--- config.mk ---
export PLATFORM = sky130hd
export DESIGN_NAME = pipe_hazard_unit
export DESIGN_NICKNAME = d
export VERILOG_FILES = /design/src/rtl/hzu_pkg.sv /design/src/rtl/hzu_fwd_pick.sv /design/src/rtl/hzu_load_use.sv /design/src/rtl/hzu_flow_ctrl.sv /design/src/rtl/pipe_hazard_unit.sv
export SDC_FILE = /design/constraint.sdc
export NUM_CORES = 1
export LEC_CHECK = 0
export BUFFER_PORTS_ARGS = -buffer_cell sky130_fd_sc_hd__buf_4
export CAP_MARGIN = 20
export CORE_AREA = 4 4 41 43
export DETAILED_ROUTE_END_ITERATION = 6
export DIE_AREA = 0 0 45 47
export GPL_TIMING_DRIVEN = 0
export PLACE_DENSITY = 0.83
export SETUP_SLACK_MARGIN = 0.1
export SYNTH_ARGS = -nofsm -noshare
export SYNTH_HDL_FRONTEND = slang
export SYNTH_SLANG_ARGS = --single-unit
export TNS_END_PERCENT = 5
--- constraint.sdc ---
create_clock -name vclk -period 2.6
set_clock_uncertainty 0.15 [all_clocks]
set_input_delay 0.26 -clock vclk [all_inputs]
set_output_delay 0.26 -clock vclk [all_outputs]
set_load 0.02 [all_outputs]
--- src/rtl/hzu_pkg.sv ---
package hzu_pkg;

  typedef enum logic [1:0] {
    FWD_RF    = 2'b00,
    FWD_EXMEM = 2'b01,
    FWD_MEMWB = 2'b10
  } fwd_sel_e;

  localparam int unsigned NUM_SRC = 2;

endpackage

--- src/rtl/hzu_fwd_pick.sv ---
module hzu_fwd_pick
  import hzu_pkg::*;
#(
  parameter int unsigned AW = 5
) (
  input  logic [AW-1:0] src,
  input  logic [AW-1:0] mem_rd,
  input  logic          mem_wen,
  input  logic [AW-1:0] wb_rd,
  input  logic          wb_wen,
  output fwd_sel_e      sel
);

  logic src_live;
  logic hit_mem;
  logic hit_wb;

  assign src_live = (src != '0);
  assign hit_mem  = src_live && mem_wen && (mem_rd == src);
  assign hit_wb   = src_live && wb_wen  && (wb_rd  == src);

  // younger producer first
  always_comb begin
    if (hit_mem)     sel = FWD_EXMEM;
    else if (hit_wb) sel = FWD_MEMWB;
    else             sel = FWD_RF;
  end

  always_comb begin
    if (src == '0) begin
      assert_zero_never_fwd_R4: assert (sel == FWD_RF)
        else $error("register 0 forwarded");
    end
    if (mem_wen && (mem_rd == src) && (src != '0)) begin
      assert_exmem_first_R3: assert (sel == FWD_EXMEM)
        else $error("EX/MEM match lost priority");
    end
  end

endmodule

--- src/rtl/hzu_load_use.sv ---
module hzu_load_use
  import hzu_pkg::*;
#(
  parameter int unsigned AW   = 5,
  parameter int unsigned NSRC = NUM_SRC
) (
  input  logic [NSRC-1:0][AW-1:0] id_src,
  input  logic [AW-1:0]           ex_rd,
  input  logic                    ex_wen,
  input  logic                    ex_is_load,
  output logic                    hazard
);

  logic [NSRC-1:0] src_hit;
  logic            load_live;

  assign load_live = ex_is_load && ex_wen && (ex_rd != '0);

  for (genvar s = 0; s < NSRC; s++) begin : g_src
    assign src_hit[s] = load_live && (id_src[s] == ex_rd);
  end

  assign hazard = |src_hit;

  always_comb begin
    if (hazard) begin
      assert_stall_only_for_load_R7: assert (ex_is_load && (ex_rd != '0))
        else $error("stall without a live load");
    end
  end

endmodule

--- src/rtl/hzu_flow_ctrl.sv ---
module hzu_flow_ctrl (
  input  logic load_hazard,
  input  logic br_taken,
  output logic pc_we,
  output logic ifid_we,
  output logic idex_bubble,
  output logic ifid_flush
);

  logic freeze;

  // a taken branch discards the decode slot, so its stall is moot
  assign freeze      = load_hazard && !br_taken;
  assign pc_we       = !freeze;
  assign ifid_we     = !freeze;
  assign ifid_flush  = br_taken;
  assign idex_bubble = freeze || br_taken;

  always_comb begin
    if (br_taken) begin
      assert_branch_keeps_fetch_R8: assert (pc_we && ifid_we && ifid_flush)
        else $error("taken branch froze fetch");
    end
  end

endmodule

--- src/rtl/pipe_hazard_unit.sv ---
module pipe_hazard_unit
  import hzu_pkg::*;
#(
  parameter int unsigned AW = 5
) (
  input  logic [AW-1:0] id_rs1,
  input  logic [AW-1:0] id_rs2,
  input  logic [AW-1:0] ex_rs1,
  input  logic [AW-1:0] ex_rs2,
  input  logic [AW-1:0] ex_rd,
  input  logic          ex_wen,
  input  logic          ex_is_load,
  input  logic [AW-1:0] mem_rd,
  input  logic          mem_wen,
  input  logic [AW-1:0] wb_rd,
  input  logic          wb_wen,
  input  logic          ex_br_taken,
  output logic [1:0]    fwd_a,
  output logic [1:0]    fwd_b,
  output logic          pc_we,
  output logic          ifid_we,
  output logic          idex_bubble,
  output logic          ifid_flush
);

  localparam int unsigned NSRC = NUM_SRC;

  logic [NSRC-1:0][AW-1:0] ex_src;
  logic [NSRC-1:0][AW-1:0] id_src;
  fwd_sel_e [NSRC-1:0]     sel;
  logic                    load_hazard;

  assign ex_src[0] = ex_rs1;
  assign ex_src[1] = ex_rs2;
  assign id_src[0] = id_rs1;
  assign id_src[1] = id_rs2;

  for (genvar s = 0; s < NSRC; s++) begin : g_fwd
    hzu_fwd_pick #(.AW(AW)) u_pick (
      .src     (ex_src[s]),
      .mem_rd  (mem_rd),
      .mem_wen (mem_wen),
      .wb_rd   (wb_rd),
      .wb_wen  (wb_wen),
      .sel     (sel[s])
    );
  end

  assign fwd_a = sel[0];
  assign fwd_b = sel[1];

  hzu_load_use #(.AW(AW), .NSRC(NSRC)) u_load_use (
    .id_src     (id_src),
    .ex_rd      (ex_rd),
    .ex_wen     (ex_wen),
    .ex_is_load (ex_is_load),
    .hazard     (load_hazard)
  );

  hzu_flow_ctrl u_flow (
    .load_hazard (load_hazard),
    .br_taken    (ex_br_taken),
    .pc_we       (pc_we),
    .ifid_we     (ifid_we),
    .idex_bubble (idex_bubble),
    .ifid_flush  (ifid_flush)
  );

  always_comb begin
    assert_hold_pair_R6: assert (pc_we == ifid_we)
      else $error("PC and IF/ID enables disagree");
    if (!pc_we) begin
      assert_freeze_bubbles_R6: assert (idex_bubble && !ifid_flush)
        else $error("freeze without bubble");
    end
    if (load_hazard == 1'b0 && ex_br_taken == 1'b0) begin
      assert_quiet_flow_R9: assert (pc_we && !idex_bubble && !ifid_flush)
        else $error("control active without cause");
    end
  end

endmodule

==> flow_metrics.tcl <==
set metrics [dict create \
    cap_viol_max_count 0 \
    timing.critical_path.from "ex_rd[2]" \
    timing.final.crit_period_ns 1.97 \
    clockBufferCount 0 \
    die_y_um 47 \
    relSlewSlack 0.799 \
    grt_first_pass_wirelength_mm 2.27 \
    setup-tns-final_ns 0 \
    routed_wl_mm 1.42 \
    tritonroute_pass_1_iters 2 \
    hold_viol 0 \
    place_hpwl_mm 1.36 \
    post_synth_inst_count 57 \
    slew_viol_final 0 \
    max_freq_ghz 0.508 \
    flops_and_latches 0 \
    report.final.setup_viol 0 \
    vias_per_cell 4.74 \
    post_cts.resized_instances 0 \
    power-per-cell-area_nw_per_um2 151 \
    cts_post_setup_buffers_inserted 0 \
    dieWidth_um 45 \
    layoutNonFillerInstCount 120 \
    initial_core_util 0.364 \
    drt-wirelength-per-cell_um 11.9 \
    antenna_cells_inserted 0 \
    placed_area_sq_um 853 \
    drtIter0Drc 2 \
    vias 569 \
    critical_path.max_fanout 3 \
    portBuffers 48 \
    worst_ep_required_time_ns 2.19 \
    worst_ep_arrival_time_ns 1.56 \
    dp_slack_ns 0.609 \
    cts.hold.buffers_added 0 \
    crit_type "input pin to output pin" \
    design_area_sq_um 853 \
    netlist.top_cell.by_area "sky130_fd_sc_hd__xnor2_1" \
    vdd_ir_drop_max_v 0.0000746 \
    synth_largest_type_area_fraction 0.296 \
    synthesis.nets 97 \
    place.gp.congestion 0.824 \
    worst_setup_path_start_kind "input pin" \
    synth-warning-count 0 \
    gr-total-overflow 0 \
    tightestPinTransition_ns 0.299 \
    grtUsageMet1 0.151 \
    period_share 0.758 \
    met2_usage 0.297 \
    utilization 0.656 \
    min_path_cells 3 \
    fp.coreArea_sq_um 1300 \
    grt.busiest_layer "met2" \
    grt_start_max_net_pins 4 \
    synth.cell_area_sq_um 474 \
    sequential_share_of_the_synthesized_area 0 \
    via_count_of_the_first_global_routing_pass 567 \
    syn_area_per_cell_sq_um 8.32 \
    worst_slack_ns 0.630 \
    ios 48 \
    global_route.usage.total 0.139 \
    initial_antenna_violation_count 0 \
    worstSetupEndpoint "pc_we" \
    synthTopCellsByCount "sky130_fd_sc_hd__xnor2_1, sky130_fd_sc_hd__xor2_1, sky130_fd_sc_hd__buf_4, sky130_fd_sc_hd__nand4_1, sky130_fd_sc_hd__nor4_2" \
    design_power_total_mw 0.129 \
    drt.antenna.violating_nets 0 \
    area_delta_synth_final_pct 79.9 \
    core.rowCount 13 \
    netlist-cell-type-count 15 \
    synth.most_common_cell "sky130_fd_sc_hd__xnor2_1" \
    layout.nets 147 \
    total_die_area_sq_um 2120 \
    seq_area_sq_um 0 \
    rsz0062_at_grt "false" \
    hold_path.class "input pin to output pin" \
    run_status "finished clean" \
    setup.worst_path.end_class "output pin" \
    leakage_nw 0.375 \
    hold_ws_ns 0.674 \
    dp_cells 120 \
    grtUsageMet3 0.0192 \
    drcViolationCount 0 \
    largest_cells_by_area_after_synthesis "sky130_fd_sc_hd__xnor2_1, sky130_fd_sc_hd__xor2_1, sky130_fd_sc_hd__nor4_2" \
    drive_gt1_frac 0.571 \
]
-- cell families (layout without fill, tap and decap cells) --
family | Yosys count | after routing | share of synthesized area
AOI/OAI and AO/OA | 3 | 3 | 0.0475
buffers and inverters | 4 | 52 | 0.0633
and+or+nand+nor | 20 | 20 | 0.335
xor gates and xnor gates | 30 | 30 | 0.554
-- worst max-delay path, cell delays in order --
cell	delay, ns
sky130_fd_sc_hd__buf_4	0.12
sky130_fd_sc_hd__xor2_1	0.15
sky130_fd_sc_hd__nor3_1	0.23
sky130_fd_sc_hd__a22oi_1	0.14
sky130_fd_sc_hd__or3_1	0.37
sky130_fd_sc_hd__buf_4	0.14
sky130_fd_sc_hd__buf_4	0.14
-- how the worst min path moves through the flow --
stage / end / slack, ns / startpoint
after floorplan: ifid_flush / 0.48 / ex_br_taken
after global placement: ifid_flush / 0.67 / ex_br_taken
after detailed placement: ifid_flush / 0.67 / ex_br_taken
after CTS: ifid_flush / 0.68 / ex_br_taken
after global routing: ifid_flush / 0.69 / ex_br_taken
final: ifid_flush / 0.67 / ex_br_taken
-- metal layers --
layer,share of wire,up-vias
met4,0,0
met2,0.48,44
li1,-,295
met5,0,-
met1,0.32,230
met3,0.19,0
-- layout make-up --
cell class                      instances  area (sq um)
Buffer                                  4          30.0
Fill cell                             109           448
Tap cell                               15          18.8
Multi-Input combinational cell         53           444
Timing Repair Buffer                   48           360
-- cell usage in the layout, fill, tap and decap left out --
cell                        n
sky130_fd_sc_hd__a22oi_1    1
sky130_fd_sc_hd__or3_1      1
sky130_fd_sc_hd__o211ai_1   1
sky130_fd_sc_hd__xnor2_1   16
sky130_fd_sc_hd__o21bai_1   1
sky130_fd_sc_hd__xor2_1    14
sky130_fd_sc_hd__nand4_1    4
sky130_fd_sc_hd__nor4_2     4
sky130_fd_sc_hd__or4_1      1
sky130_fd_sc_hd__or4_4      2
sky130_fd_sc_hd__buf_4     52
sky130_fd_sc_hd__nor3_1     2
sky130_fd_sc_hd__nand2_1    2
sky130_fd_sc_hd__nor2_4     2
sky130_fd_sc_hd__nor2_1     2
-- where the power goes --
part	internal (mW)	switching [mW]	leakage (nW)
Sequential	0	0	0
Combinational	0.0760	0.0526	0.375
Clock	0	0	0
(Power assumes the default switching activity.)
